## src/rtl/pll_upd_pkg.sv

```systemverilog
`timescale 1ns/1ps
package pll_upd_pkg;
  localparam int BIT_EN       = 0;
  localparam int CFG_LO       = 8;
  localparam int BIT_FSM_EN   = 20;
  localparam int BIT_VOTE_RST = 21;
  localparam int BIT_REQ      = 22;
  localparam int BIT_BYP      = 23;
  localparam int BIT_OFFL     = 28;
  localparam int BIT_ACK      = 29;
  localparam int BIT_ACT      = 30;
  localparam int BIT_LOCK     = 31;

  localparam logic [1:0] ADR_MODE = 2'd0;
  localparam logic [1:0] ADR_MULT = 2'd1;
  localparam logic [1:0] ADR_FRAC = 2'd2;

  typedef enum logic [1:0] {
    HS_IDLE = 2'd0,
    HS_WAIT = 2'd1,
    HS_ACK  = 2'd2
  } hs_state_e;
endpackage

```

## src/rtl/pll_upd_regs.sv

```systemverilog
`timescale 1ns/1ps
module pll_upd_regs
  import pll_upd_pkg::*;
#(
  parameter int MULT_W   = 16,
  parameter int FRAC_W   = 24,
  parameter int SETTLE_W = 8
) (
  input  logic                clk,
  input  logic                rst_n,
  input  logic                wr_en_i,
  input  logic [1:0]          addr_i,
  input  logic [31:0]         wdata_i,
  output logic [31:0]         rdata_o,
  input  logic                busy_i,
  input  logic                ack_i,
  input  logic                lock_i,
  input  logic                capture_i,
  input  logic                clr_req_i,
  output logic                start_hs_o,
  output logic                start_quick_o,
  output logic                en_o,
  output logic                byp_o,
  output logic                req_o,
  output logic [SETTLE_W-1:0] settle_cfg_o,
  output logic [MULT_W-1:0]   act_mult_o,
  output logic [FRAC_W-1:0]   act_frac_o
);

  logic                en_q, en_d;
  logic                fsm_en_q, fsm_en_d;
  logic                vote_q, vote_d;
  logic                req_q, req_d;
  logic                byp_q, byp_d;
  logic [SETTLE_W-1:0] cfg_q, cfg_d;
  logic [MULT_W-1:0]   stg_mult_q, stg_mult_d;
  logic [FRAC_W-1:0]   stg_frac_q, stg_frac_d;
  logic [MULT_W-1:0]   act_mult_q, act_mult_d;
  logic [FRAC_W-1:0]   act_frac_q, act_frac_d;

  logic wr_mode, wr_mult, wr_frac, req_set_try;
  logic [31:0] mode_rd;

  assign wr_mode = wr_en_i && (addr_i == ADR_MODE);
  assign wr_mult = wr_en_i && (addr_i == ADR_MULT);
  assign wr_frac = wr_en_i && (addr_i == ADR_FRAC);

  // A set of the request counts only as a fresh rising edge when idle
  assign req_set_try   = wr_mode & wdata_i[BIT_REQ] & ~req_q & ~busy_i;
  assign start_hs_o    = req_set_try &  wdata_i[BIT_EN];
  assign start_quick_o = req_set_try & ~wdata_i[BIT_EN];

  always_comb begin
    en_d       = en_q;
    fsm_en_d   = fsm_en_q;
    vote_d     = vote_q;
    req_d      = req_q;
    byp_d      = byp_q;
    cfg_d      = cfg_q;
    stg_mult_d = stg_mult_q;
    stg_frac_d = stg_frac_q;
    act_mult_d = act_mult_q;
    act_frac_d = act_frac_q;
    if (wr_mode) begin
      en_d     = wdata_i[BIT_EN];
      fsm_en_d = wdata_i[BIT_FSM_EN];
      vote_d   = wdata_i[BIT_VOTE_RST];
      byp_d    = wdata_i[BIT_BYP];
      cfg_d    = wdata_i[CFG_LO +: SETTLE_W];
      // keep a held request; accept a new one only when idle and enabled
      req_d    = wdata_i[BIT_REQ] & (req_q | (~busy_i & wdata_i[BIT_EN]));
    end
    if (clr_req_i) begin
      req_d = 1'b0;
    end
    if (wr_mult) begin
      stg_mult_d = wdata_i[MULT_W-1:0];
    end
    if (wr_frac) begin
      stg_frac_d = wdata_i[FRAC_W-1:0];
    end
    if (capture_i) begin
      act_mult_d = stg_mult_q;
      act_frac_d = stg_frac_q;
    end
  end

  always_ff @(posedge clk or negedge rst_n) begin
    if (!rst_n) begin
      en_q       <= 1'b0;
      fsm_en_q   <= 1'b0;
      vote_q     <= 1'b0;
      req_q      <= 1'b0;
      byp_q      <= 1'b0;
      cfg_q      <= '0;
      stg_mult_q <= '0;
      stg_frac_q <= '0;
      act_mult_q <= '0;
      act_frac_q <= '0;
    end else begin
      en_q       <= en_d;
      fsm_en_q   <= fsm_en_d;
      vote_q     <= vote_d;
      req_q      <= req_d;
      byp_q      <= byp_d;
      cfg_q      <= cfg_d;
      stg_mult_q <= stg_mult_d;
      stg_frac_q <= stg_frac_d;
      act_mult_q <= act_mult_d;
      act_frac_q <= act_frac_d;
    end
  end

  always_comb begin
    mode_rd                      = '0;
    mode_rd[BIT_EN]              = en_q;
    mode_rd[CFG_LO +: SETTLE_W]  = cfg_q;
    mode_rd[BIT_FSM_EN]          = fsm_en_q;
    mode_rd[BIT_VOTE_RST]        = vote_q;
    mode_rd[BIT_REQ]             = req_q;
    mode_rd[BIT_BYP]             = byp_q;
    mode_rd[BIT_OFFL]            = 1'b0;
    mode_rd[BIT_ACK]             = ack_i;
    mode_rd[BIT_ACT]             = en_q;
    mode_rd[BIT_LOCK]            = lock_i;
  end

  always_comb begin
    rdata_o = '0;
    case (addr_i)
      ADR_MODE: rdata_o = mode_rd;
      ADR_MULT: rdata_o[MULT_W-1:0] = stg_mult_q;
      ADR_FRAC: rdata_o[FRAC_W-1:0] = stg_frac_q;
      default:  rdata_o = '0;
    endcase
  end

  assign en_o         = en_q;
  assign byp_o        = byp_q;
  assign req_o        = req_q;
  assign settle_cfg_o = cfg_q;
  assign act_mult_o   = act_mult_q;
  assign act_frac_o   = act_frac_q;

  AST_ACTIVE_HOLD: assert property (@(posedge clk) disable iff (!rst_n)
    !capture_i |=> ($stable(act_mult_q) && $stable(act_frac_q)));
  AST_BUSY_DROP: assert property (@(posedge clk) disable iff (!rst_n)
    (wr_mode && !req_q && busy_i) |=> !req_q);

endmodule

```

## src/rtl/pll_upd_fsm.sv

```systemverilog
`timescale 1ns/1ps
module pll_upd_fsm
  import pll_upd_pkg::*;
#(
  parameter int ACK_DLY = 2
) (
  input  logic clk,
  input  logic rst_n,
  input  logic start_hs_i,
  input  logic start_quick_i,
  input  logic req_i,
  input  logic byp_i,
  output logic capture_o,
  output logic clr_req_o,
  output logic busy_o,
  output logic ack_o
);

  localparam int CNT_W = $clog2(ACK_DLY) + 1;
  localparam logic [CNT_W-1:0] CNT_LAST = CNT_W'(ACK_DLY - 1);

  hs_state_e        state_q, state_d;
  logic [CNT_W-1:0] cnt_q, cnt_d;
  logic             hs_capture;

  always_comb begin
    state_d    = state_q;
    cnt_d      = cnt_q;
    hs_capture = 1'b0;
    clr_req_o  = 1'b0;
    case (state_q)
      HS_IDLE: begin
        if (start_hs_i) begin
          state_d = HS_WAIT;
          cnt_d   = '0;
        end
      end
      HS_WAIT: begin
        if (cnt_q == CNT_LAST) begin
          hs_capture = 1'b1;
          clr_req_o  = ~byp_i;
          state_d    = HS_ACK;
        end else begin
          cnt_d = cnt_q + 1'b1;
        end
      end
      HS_ACK: begin
        if (!req_i) begin
          state_d = HS_IDLE;
        end
      end
      default: state_d = HS_IDLE;
    endcase
  end

  always_ff @(posedge clk or negedge rst_n) begin
    if (!rst_n) begin
      state_q <= HS_IDLE;
      cnt_q   <= '0;
    end else begin
      state_q <= state_d;
      cnt_q   <= cnt_d;
    end
  end

  assign capture_o = hs_capture | start_quick_i;
  assign busy_o    = (state_q != HS_IDLE);
  assign ack_o     = (state_q == HS_ACK);

  AST_ACK_NOT_EARLY: assert property (@(posedge clk) disable iff (!rst_n)
    $rose(ack_o) |-> ($past(req_i) && $past(req_i, 2)));
  AST_AUTO_CLEAR: assert property (@(posedge clk) disable iff (!rst_n)
    ($rose(ack_o) && !$past(byp_i)) |-> !req_i);
  AST_BYPASS_HOLD: assert property (@(posedge clk) disable iff (!rst_n)
    ($rose(ack_o) && $past(byp_i)) |-> req_i);
  AST_ACK_FALL: assert property (@(posedge clk) disable iff (!rst_n)
    $fell(ack_o) |-> !$past(req_i));
  AST_QUICK_NO_ACK: assert property (@(posedge clk) disable iff (!rst_n)
    start_quick_i |=> !ack_o);

endmodule

```

## src/rtl/pll_upd_settle.sv

```systemverilog
`timescale 1ns/1ps
module pll_upd_settle #(
  parameter int SETTLE_W = 8
) (
  input  logic                clk,
  input  logic                rst_n,
  input  logic                en_i,
  input  logic                capture_i,
  input  logic [SETTLE_W-1:0] cfg_i,
  output logic                lock_o
);

  logic [SETTLE_W-1:0] cnt_q, cnt_d;
  logic                en_prev_q;
  logic                reload;

  assign reload = en_i & (capture_i | ~en_prev_q);

  always_comb begin
    cnt_d = cnt_q;
    if (reload) begin
      cnt_d = cfg_i;
    end else if (cnt_q != '0) begin
      cnt_d = cnt_q - 1'b1;
    end
  end

  always_ff @(posedge clk or negedge rst_n) begin
    if (!rst_n) begin
      cnt_q     <= '0;
      en_prev_q <= 1'b0;
    end else begin
      cnt_q     <= cnt_d;
      en_prev_q <= en_i;
    end
  end

  assign lock_o = en_i & en_prev_q & (cnt_q == '0);

  AST_LOCK_DROP: assert property (@(posedge clk) disable iff (!rst_n)
    (capture_i && en_i && (cfg_i != '0)) |=> !lock_o);
  AST_LOCK_ZERO_HOLD: assert property (@(posedge clk) disable iff (!rst_n)
    (lock_o && capture_i && en_i && (cfg_i == '0)) |=> lock_o);

endmodule

```

## src/rtl/pll_dynupd_ctrl.sv

```systemverilog
`timescale 1ns/1ps
module pll_dynupd_ctrl #(
  parameter int MULT_W   = 16,
  parameter int FRAC_W   = 24,
  parameter int SETTLE_W = 8,
  parameter int ACK_DLY  = 2
) (
  input  logic              clk,
  input  logic              rst_n,
  input  logic              bus_wr,
  input  logic [1:0]        bus_addr,
  input  logic [31:0]       bus_wdata,
  output logic [31:0]       bus_rdata,
  output logic [MULT_W-1:0] pll_mult_o,
  output logic [FRAC_W-1:0] pll_frac_o,
  output logic              pll_en_o,
  output logic              latch_ack_o,
  output logic              lock_o
);

  logic                start_hs, start_quick, capture, clr_req;
  logic                busy, ack, lock, en, byp, req;
  logic [SETTLE_W-1:0] settle_cfg;

  pll_upd_regs #(
    .MULT_W  (MULT_W),
    .FRAC_W  (FRAC_W),
    .SETTLE_W(SETTLE_W)
  ) u_regs (
    .clk          (clk),
    .rst_n        (rst_n),
    .wr_en_i      (bus_wr),
    .addr_i       (bus_addr),
    .wdata_i      (bus_wdata),
    .rdata_o      (bus_rdata),
    .busy_i       (busy),
    .ack_i        (ack),
    .lock_i       (lock),
    .capture_i    (capture),
    .clr_req_i    (clr_req),
    .start_hs_o   (start_hs),
    .start_quick_o(start_quick),
    .en_o         (en),
    .byp_o        (byp),
    .req_o        (req),
    .settle_cfg_o (settle_cfg),
    .act_mult_o   (pll_mult_o),
    .act_frac_o   (pll_frac_o)
  );

  pll_upd_fsm #(
    .ACK_DLY(ACK_DLY)
  ) u_fsm (
    .clk          (clk),
    .rst_n        (rst_n),
    .start_hs_i   (start_hs),
    .start_quick_i(start_quick),
    .req_i        (req),
    .byp_i        (byp),
    .capture_o    (capture),
    .clr_req_o    (clr_req),
    .busy_o       (busy),
    .ack_o        (ack)
  );

  pll_upd_settle #(
    .SETTLE_W(SETTLE_W)
  ) u_settle (
    .clk      (clk),
    .rst_n    (rst_n),
    .en_i     (en),
    .capture_i(capture),
    .cfg_i    (settle_cfg),
    .lock_o   (lock)
  );

  assign pll_en_o    = en;
  assign latch_ack_o = ack;
  assign lock_o      = lock;

endmodule

```

## config.mk

```make
export PLATFORM = sky130hd
export DESIGN_NAME = pll_dynupd_ctrl
export DESIGN_NICKNAME = d
export VERILOG_FILES = /design/src/rtl/pll_upd_pkg.sv /design/src/rtl/pll_upd_regs.sv /design/src/rtl/pll_upd_fsm.sv /design/src/rtl/pll_upd_settle.sv /design/src/rtl/pll_dynupd_ctrl.sv
export SDC_FILE = /design/constraint.sdc
export NUM_CORES = 1
export LEC_CHECK = 0
export BUFFER_PORTS_ARGS = -buffer_cell sky130_fd_sc_hd__buf_2
export CAP_MARGIN = 20
export CORE_MARGIN = 4
export CORE_UTILIZATION = 50
export CTS_CLUSTER_DIAMETER = 30
export CTS_CLUSTER_SIZE = 24
export DETAILED_ROUTE_END_ITERATION = 10
export PLACE_DENSITY = 0.8
export SLEW_MARGIN = 40
export SYNTH_ARGS = -nofsm -noshare
export SYNTH_HDL_FRONTEND = slang
export SYNTH_HIERARCHICAL = 1
export SYNTH_SLANG_ARGS = --single-unit
```

## constraint.sdc

```tcl
create_clock -name clk -period 2.25 [get_ports clk]
set_input_delay 0.1125 -clock clk [delete_from_list [all_inputs] [get_ports clk]]
set_output_delay 0.1125 -clock clk [all_outputs]
set_load 0.1 [all_outputs]
```

Word level (Yosys, flattened, before mapping)
Index checks and enable logic that the tools add are counted.

word-level totals
  bits in registers = 106
  output and inout port bits = 75

operators by class
  $add $sub $neg = 2
  equality and inequality tests = 9
  mux-type cells = 18
  bitwise gates (word level) = 18
  reduce and logical (&&, ||, !) cells = 13

operators with widths
  kind                                                                   count
  16-bit case mux with 3 select lines                                    1
  8-bit 2-to-1 mux                                                       3
  8-bit case mux with 2 select lines                                     1
  1-bit AND                                                              10
  2-bit 2-to-1 mux                                                       5
  8-bit logical NOT                                                      1
  2-bit nonzero test                                                     4
  8-bit nonzero test                                                     1
  8-bit by 1-bit subtractor with 8-bit output, second input constant     1
  2-bit by 1-bit equality test with 1-bit output, second input constant  3
  1-bit 2-to-1 mux                                                       6
  2-bit != test, second input constant                                   3
  2-bit case mux with 3 select lines                                     1
  3-bit AND reduction                                                    2
  1-bit NOT                                                              5
  2-bit equality test, second input constant                             2
  2-bit logical NOT                                                      2
  2-bit case mux with 2 select lines                                     1
  1-bit logical AND                                                      3
  1-bit OR                                                               3
  2-bit by 1-bit adder with 2-bit output, second input constant          1
  2-bit by 1-bit != test with 1-bit output, second input constant        1

Depth between registers and ports, before layout
  depth after elaboration = 10
  gate-level depth with buffers = 9

Cells and area by module
Netlist, hierarchy kept.

modules (own cells, without submodules)
  module          times used  cells an instance  area each (µm²)  seq. area each (µm²)
  pll_upd_regs    1           269                3932.5           2327.2
  pll_upd_settle  1           61                 578.1            225.2
  pll_upd_fsm     1           25                 259.0            100.1

Worst setup path before layout
Ideal clock, no wire load.

  path kind = flip-flop to output port
  start point = reg u_regs.en_q (netlist: u_regs/en_o)
  end point = out bus_rdata[31]
  arrival time = 4.401 ns
  required time = 2.138 ns
  slack = -2.264 ns
  cell stages (with the launch flop) = 5
  path through = dfrtp_1 clkbuf_1 nand2_1 nor3_1 and2_1

on the way
  longest elaborated chain between the ends = 3

ends and longest elaborated chain
  what                     RTL line               text
  start, declared          pll_upd_regs.sv:30     logic en_q, en_d;
  start signal, assigned   pll_upd_regs.sv:101    en_q <= en_d;
  1-bit AND (2 in series)  pll_upd_settle.sv:38   assign lock_o = en_i & en_prev_q & (cnt_q == '0);
  via lock_o               pll_dynupd_ctrl.sv:18  output logic lock_o
  8-bit 2-to-1 mux         pll_upd_regs.sv:130    case (addr_i)
  end, declared            pll_dynupd_ctrl.sv:13  output logic [31:0] bus_rdata,

The timed path passes the listed nets, and every way through them passes these cells.

Worst setup path in the final report
  start point = reg u_settle.cnt_q[0]
  end point = out bus_rdata[31]

on the way
  longest elaborated chain between the ends = 3

ends and longest elaborated chain
  what                    RTL line              text
  start, declared         pll_upd_settle.sv:13  logic [SETTLE_W-1:0] cnt_q, cnt_d;
  start signal, assigned  pll_upd_settle.sv:33  cnt_q <= cnt_d;
  8-bit logical NOT       pll_upd_settle.sv:38
  1-bit AND               pll_upd_settle.sv:38
  8-bit 2-to-1 mux        pll_upd_regs.sv:130

Every way passes these cells.

==> impl_metrics.toml <==
[run_status]
outcome = "complete, no violations"

[detailed_routing]
drcViolationCount = 0
first_pass_iters = 4
drtIter0Drc = 154
routed_wirelength_microns = 11200
routedWlPerCell_microns = 18.2
ant_nets = 0
vias = 3372
vias_per_cell = 5.51

[cells_and_area]
stdcell_count = 612
diodes = 0
stdcell_area_sq_mm = 0.00612
syn2layout_area_growth_pct = 28.4
drive_gt1_share_pct = 49.5
nets = 520

[timing]
finClkSkew_ns = 0.0130
setup_tns_ns = 0
tightest_slew_ns = 0.622
fin_crit_sh_pct = 96.9
finalHoldViolations = 0
relSlewSlack_pct = 58.6
finalMaxSlewViolations = 0
setup_viol = 0
period_minus_slack_ns = 2.18
clock.fmax_mhz = 458

[yosys]
syn_inst = 355
syn_area_sq_mm = 0.00477
synthDistinctLibCells = 45
synth-edff-count = 0
synth_seq_cells = 106
post_synth.cell_area_avg_sq_um = 13.4
synth_flop_cell = "dfrtp_1"
seq_area_frac_synth_pct = 55.6
async_flop_share_pct = 100
ys_warn_count = 6

[floorplanning]
dieArea_sq_mm = 0.0112
ioPinCount = 112
rows = 35
die_y_microns = 106
die_x_microns = 106
core-area_sq_mm = 0.00928
start_util_pct = 51.4

[cts]
clk_pin_slew_worst_paths_ns = 0.11
numClockSinks = 106
numCtsBuffers = 9
clock_latency_ns = 0.37
cts_root_buf = "clkbuf_8"
htreeDepth = 3
cts_tree = "done"
clockBufferDepth = 2

[worst_setup_path]
worst-endpoint-arrival_ns = 2.07
crit_path_cell_trace = "inv_1, ha_2, or3b_4, nor3_4, and2_4, buf_12"
r2r-end = "u_settle/cnt_q[4]"
crit_path_end_kind = "output port"
crit_end = "bus_rdata[31]"
r2r-start = "u_fsm/state_q[0]"
cp.depth = 6
cp-start-kind = "register"
critPathKind = "reg2out"
ff2ff_setup_slack_ns = 0.14
crit_slowest_cell = "dfrtp_2"
startpoint = "u_settle/cnt_q[0]"
critical_path_buf_inv_count = 2
rr_worst_depth = 7
slowest_delay_ns = 0.46
critPathRequiredTime_ns = 2.14
cp_top_family = "simple AND/OR/NAND/NOR gates"
critPathMaxFanout = 6

[grt]
grt_pass1_wl_microns = 18500
grt_max_degree = 50
antenna_found_initial = 1
overflow = 0
grtUsageTotal_pct = 20.7
grt_pass1_vias = 3592

[flow_run]
maxCapViolations = 0

[min_path]
min_path_type = "in2reg"

[placement]
place_area_sq_mm = 0.00570
dp_hpwl_microns = 7540
dp_cells = 575
routabilityCongestion = 0.825
io_buffers = 98
-- sequential cells by signal, summed over array words and instances (netlist names) --
signal               flops
u_regs/fsm_en_q          1
u_regs/settle_cfg_o      8
u_fsm/cnt_q              2
u_settle/en_prev_q       1
u_regs/vote_q            1
u_fsm/state_q            2
u_regs/act_frac_o       24
u_regs/act_mult_o       16
u_regs/stg_frac_q       24
u_regs/byp_o             1
u_regs/req_o             1
u_regs/stg_mult_q       16
u_settle/cnt_q           8
u_regs/en_o              1
-- per-layer routing --
| layer | GRT usage [%] | wire length (microns) | up-vias |
|---|---|---|---|
| met5 | 0 | 12 | - |
| met4 | 4.53 | 95 | 2 |
| met3 | 7.29 | 779 | 10 |
| met2 | 34.0 | 5680 | 107 |
| met1 | 26.6 | 4590 | 1740 |
| li1 | - | - | 1513 |
-- layout make-up --
| cell class | instances | area [sq um] |
|---|---|---|
| fillers | 704 | 3160 |
| clock buffers | 10 | 138 |
| multi-input cells | 224 | 1990 |
| repair buffers | 133 | 1100 |
| clock inverters | 5 | 62.6 |
| well taps | 129 | 161 |
| flip-flops and latches | 106 | 2660 |
| inverters | 5 | 18.8 |
-- kinds of logic (layout without fill, tap and decap cells) --
group | count (synthesis) | count (layout) | synth area share (%)
flip-flops | 106 | 106 | 55.6
AND/OR/NAND/NOR | 68 | 69 | 9.02
adder cells (fa/ha/maj) | 4 | 4 | 1.05
buffers and inverters | 30 | 153 | 3.70
other | 1 | 5 | 0.0786
multiplexers | 105 | 105 | 24.4
AO/OA/AOI/OAI | 41 | 41 | 6.09
-- worst reg2reg max path: cells and delay by family, from the launching register on --
family	cells	cell delay (ns)
compound gates	2	0.28
buf+inv	1	0.19
flops	1	0.48
simple gates	4	1.09
-- Yosys cell counts (5+ instances only) --
master	instances	area [sq um]
mux2i_1	13	130
and2_1	8	50.1
nor2b_1	5	31.3
nand2_1	11	41.3
a22o_1	8	70.1
nor2_1	7	26.3
dfrtp_1	106	2650
buf_4	8	60.1
clkbuf_1	6	22.5
mux2_2	92	1040
nand2b_1	5	31.3
inv_1	5	18.8
o21ai_0	13	65.1
-- stage by stage --
stage          utilization, %  setup WS, ns  hold slack (ns)
2_1_floorplan               -        -0.583           -0.183
5_1_grt                  66.0       -0.0252          0.00285
4_1_cts                  65.6        0.0656          0.00167
6_report                 66.0        0.0687          0.00955
3_3_place_gp             61.4         0.246            0.172
3_5_place_dp             61.4         0.213            0.171
-- placed cells by master (no fill, tap or decap), drive strengths merged, types with 3 or more instances in the layout --
cell type / synthesis / final
buf: 19 / 115
dfrtp: 106 / 106
mux2: 92 / 92
dlygate4sd3: 0 / 18
mux2i: 13 / 13
nand2: 13 / 13
o21ai: 13 / 13
clkbuf: 6 / 10
a22o: 8 / 8
and2: 8 / 8
nor2: 7 / 7
inv: 5 / 7
conb: 1 / 5
nand2b: 5 / 5
nor2b: 5 / 5
nor4b: 4 / 4
ha: 4 / 4
nor3: 4 / 4
nand3b: 3 / 3
and3: 3 / 3
a22oi: 3 / 3
a2bb2oi: 3 / 3
o21a: 3 / 3
o31a: 3 / 3
or3b: 2 / 3
-- worst min-delay path by stage --
stage	from	to	slack, ns	cells past startpoint
6_report	bus_wdata[11]	u_regs/stg_frac_q[11]	0.01	2
5_1_grt	bus_wdata[9]	u_regs/stg_frac_q[9]	0.003	2
4_1_cts	bus_wdata[11]	u_regs/stg_frac_q[11]	0.002	2
3_5_place_dp	rst_n	u_regs/act_frac_o[13]	0.17	1
3_3_place_gp	rst_n	u_regs/act_frac_o[13]	0.17	1
2_1_floorplan	rst_n	u_fsm/cnt_q[0]	-0.18	0
-- repair_timing --
action	CTS	global route
endpoints found under the setup margin	2	1
pin swaps	1	1
hold endpoints to repair	75	0
resized for setup	1	3
buffers inserted	1	2
gates cloned	0	1
hold buffers	18	0
Power is left out: the tool's default activity adds up to more than one toggle a clock period on the data nets, which glitch-free logic cannot reach.
